## src/rtl/disk_led_tracker.sv

```systemverilog
module disk_led_tracker #(
  parameter int ADDR_W    = 16,
  parameter int DATA_W    = 8,
  parameter int SLOTS     = 32,
  parameter int BASE_ADDR = 'h15A
) (
  input  logic              clk,
  input  logic              rst_n,
  input  logic              wr_en,
  input  logic [ADDR_W-1:0] wr_addr,
  input  logic [DATA_W-1:0] wr_data,
  output logic [SLOTS-1:0]  present_mask,
  output logic [SLOTS-1:0]  error_mask,
  output logic [SLOTS-1:0]  locate_mask,
  output logic [SLOTS-1:0]  active_mask
);
  localparam int NFUNC = 4;
  localparam int IDX_W = $clog2(SLOTS);
  localparam logic [DATA_W-1:0] SLOTS_D = DATA_W'(SLOTS);

  logic             idx_ok;
  logic [IDX_W-1:0] idx;
  logic [NFUNC-1:0][SLOTS-1:0] mask_q;

  assign idx_ok = wr_en && (wr_data < SLOTS_D);
  assign idx    = wr_data[IDX_W-1:0];

  for (genvar f = 0; f < NFUNC; f++) begin : g_func
    localparam logic [ADDR_W-1:0] ON_A  = ADDR_W'(BASE_ADDR + 2*f);
    localparam logic [ADDR_W-1:0] OFF_A = ADDR_W'(BASE_ADDR + 2*f + 1);
    logic set_cmd, clr_cmd;
    logic [SLOTS-1:0] bits_q;

    assign set_cmd = idx_ok && (wr_addr == ON_A);
    assign clr_cmd = idx_ok && (wr_addr == OFF_A);

    always_ff @(posedge clk) begin
      if (!rst_n)       bits_q      <= '0;
      else if (set_cmd) bits_q[idx] <= 1'b1;
      else if (clr_cmd) bits_q[idx] <= 1'b0;
    end

    assign mask_q[f] = bits_q;
  end

  assign present_mask = mask_q[0];
  assign error_mask   = mask_q[1];
  assign locate_mask  = mask_q[2];
  assign active_mask  = mask_q[3];
endmodule

```

## config.mk

```make
export PLATFORM = sky130hd
export DESIGN_NAME = disk_led_tracker
export DESIGN_NICKNAME = d
export VERILOG_FILES = /design/src/rtl/disk_led_tracker.sv
export SDC_FILE = /design/constraint.sdc
export NUM_CORES = 1
export LEC_CHECK = 0
export BUFFER_PORTS_ARGS = -buffer_cell sky130_fd_sc_hd__buf_2
export CAP_MARGIN = 25
export CORE_ASPECT_RATIO = 1.5
export CORE_MARGIN = 5
export CORE_UTILIZATION = 57
export CTS_CLUSTER_DIAMETER = 120
export DETAILED_ROUTE_END_ITERATION = 16
export GPL_TIMING_DRIVEN = 0
export PLACE_DENSITY = 0.93
export SLEW_MARGIN = 20
export SYNTH_ARGS = -nofsm -noshare
export SYNTH_HDL_FRONTEND = slang
export SYNTH_SLANG_ARGS = --single-unit
```

## constraint.sdc

```tcl
create_clock -name clk -period 3.45 [get_ports clk]
set_input_delay 0.1725 -clock clk [delete_from_list [all_inputs] [get_ports clk]]
set_output_delay 0.1725 -clock clk [all_outputs]
set_load 0.02 [all_outputs]
```

==> results.cfg <==
[logic_synthesis]
synth-compound-area-share = 0.0245
avgSynthCellArea_sq_um = 9.18
synth_xor_area_frac = 0
synth_ff_type = dfxtp_1
synth.most_common_cell = dfxtp_1
synth_top_family_by_area = simple AND/OR/NAND/NOR gates
synth_edf_count = 0
synthAdderAreaFrac = 0
synthMuxAreaShare = 0.210
ys_seq_elements = 128
async_reset_ff_frac = 0
synth.yosys.seq_area_share = 0.449
synthTopCellsByArea = dfxtp_1, mux2i_1, nand4_1
ys_warn_count = 0
yosys.area_share.simple = 0.257
syn_inst = 622
syn_area_sq_um = 5710
yosys-top-cells-count = dfxtp_1, nand2_1, mux2i_1, nand4_1, clkbuf_1
synth_nets = 649
yosys.area.top_type_share = 0.449
synth_top_area_cell = dfxtp_1
synthDistinctLibCells = 28

[finish]
areaGrowthSynthToFinish_pct = 26.3
final_area_sq_um = 7210
drive_gt1_frac = 0.246
final_nets = 819

[floorplan]
core_area_sq_um = 9740
ios = 155
initial_utilization = 0.586
num_rows = 44
chipWidth_um = 91.7
die_area_sq_um = 12200
die_h_um = 133

[cts]
clockBufferDepth = 2
clock-sinks = 128
cts_root_buffer = clkbuf_16
ctsResizeCount = 0
htreeDepth = 4
cts_setup_buffers = 0
hold_buffers = 0
clock_latency_ps = 430
numCtsBuffers = 17
cts_tree = yes
path_clk_slew_ps = 60

[power_and_ir_drop]
pwr-share-clk = 0.520
cellPowerDensity_nw_per_um2 = 471
irDropWorstVdd_mv = 0.388
p_sw_uw = 784
leakagePower_nw = 3.65
p_comb_frac = 0.045
total_power_mw = 3.39
pwr-share-seq = 0.436
switching_share = 0.231
internal_power_mw = 2.61

[sta]
finalCritPeriodShare = 0.622
relSlewSlack = 0.216
rsz0062_at_grt = false
finalSetupViolCount = 0
fmax_mhz = 466
totalNegativeSetupSlack_ps = 0
hold_viol_final = 0
fin_skew_ps = 0
drv_slew = 0
period_minus_slack_ps = 2150
worst_slew_pin_slew_ps = 1170

[critical_path]
crit_fanout = 10
cp-start-kind = primary input
arrival_ps = 2420
critPathCaptureType = flop
crit_type = primary input to flop
crit_required_ps = 3730

[job]
maxCapViolCount = 0

[routing]
vias = 5932
wire_per_inst_um = 20.5
route.antenna.remaining_nets = 0
drt_iter0_drc = 669
drcViolationCount = 0
dr.pass1.iters = 6
routed_wl_um = 19000
vias_per_cell = 6.41

[placement]
hpwl_um = 13100
place_area_sq_um = 6600
place_congestion = 0.903
portBuffers = 149

[hold_path]
hp-class = primary input to flop

[global_routing]
antenna_found_initial = 5
grt_pass1_vias = 5641
grt.overflow.total = 0
grt_usage = 0.301
grt_pass1_wl_um = 29100
grt_max_degree = 17

[status]
status = completed
==> kinds of logic (layout without fill, tap and decap cells) <==
kind of cell           after synthesis  count (layout)
multiplexers                       120             120
AND/OR/NAND/NOR                    281             281
other                                0               5
flip-flops                         128             128
buffers and inverters               77             260
AO/OA/AOI/OAI                       16              16
==> placed cells by master (no fill, tap or decap), types with 4 or more instances in the layout <==
cell | synthesis | routed
a41oi_1 | 8 | 8
nand2b_1 | 5 | 5
clkinv_2 | 0 | 4
buf_2 | 4 | 153
nor2_1 | 10 | 10
diode_2 | 0 | 5
buf_6 | 6 | 6
clkbuf_1 | 64 | 64
a311oi_1 | 8 | 8
dfxtp_1 | 128 | 128
nand2_1 | 123 | 123
clkbuf_8 | 0 | 6
clkinvlp_4 | 0 | 4
clkbuf_16 | 0 | 17
mux2i_1 | 120 | 120
nand4_1 | 120 | 120
==> power by group through the flow <==
stage	Sequential, mW	Clock, mW	Combinational [mW]
floorplan	1.51	0	0.0888
global placement	1.51	0	0.136
detailed placement	1.51	0	0.142
CTS	1.48	1.75	0.145
global route	1.48	1.84	0.160
finish	1.48	1.76	0.152
==> per-layer routing <==
metal | vias up | share of wire | GRT usage
met2 | 468 | 0.49 | 0.508
met1 | 2742 | 0.33 | 0.331
met4 | 0 | 0.072 | 0.189
met5 | - | 0 | 0
met3 | 117 | 0.11 | 0.0813
li1 | 2605 | - | -
==> area by class of cell <==
| cell class | instances | area, sq um |
|---|---|---|
| diodes | 5 | 12.5 |
| plain buffers | 76 | 335 |
| clock buffers | 23 | 508 |
| clock inverters | 9 | 80.1 |
| fillers | 649 | 2530 |
| inverters | 1 | 3.75 |
| multi-input cells | 417 | 2810 |
| flip-flops and latches | 128 | 2560 |
| well taps | 115 | 144 |
| repair buffers | 151 | 756 |
==> final timing paths <==
| check | from | to | slack (ps) | cells past startpoint |
|---|---|---|---|---|
| setup / recovery | wr_addr[13] | flop | 1300 | 7 |
| hold reg to reg | flop | flop | 460 | 2 |
| hold / removal | wr_addr[0] | flop | 230 | 2 |
| setup reg to reg | flop | flop | 2570 | 2 |
==> through the flow <==
stage / utilization / cells / setup slack, ps / hold slack [ps]
2_1_floorplan: - / 622 / 1670 / 455
3_3_place_gp: 0.678 / 886 / 1140 / 444
3_5_place_dp: 0.678 / 886 / 1030 / 449
4_1_cts: 0.738 / 918 / 1400 / 232
5_1_grt: 0.740 / 925 / 1280 / 260
6_report: 0.740 / 925 / 1300 / 231
==> critical path, stage by stage <==
cell and delay (ps):
buf_2 110, nor4_1 600, and3_1 240, clkbuf_1 400, clkbuf_1 440, nand4_1 260
mux2i_1 200
(Power assumes the default switching activity.)
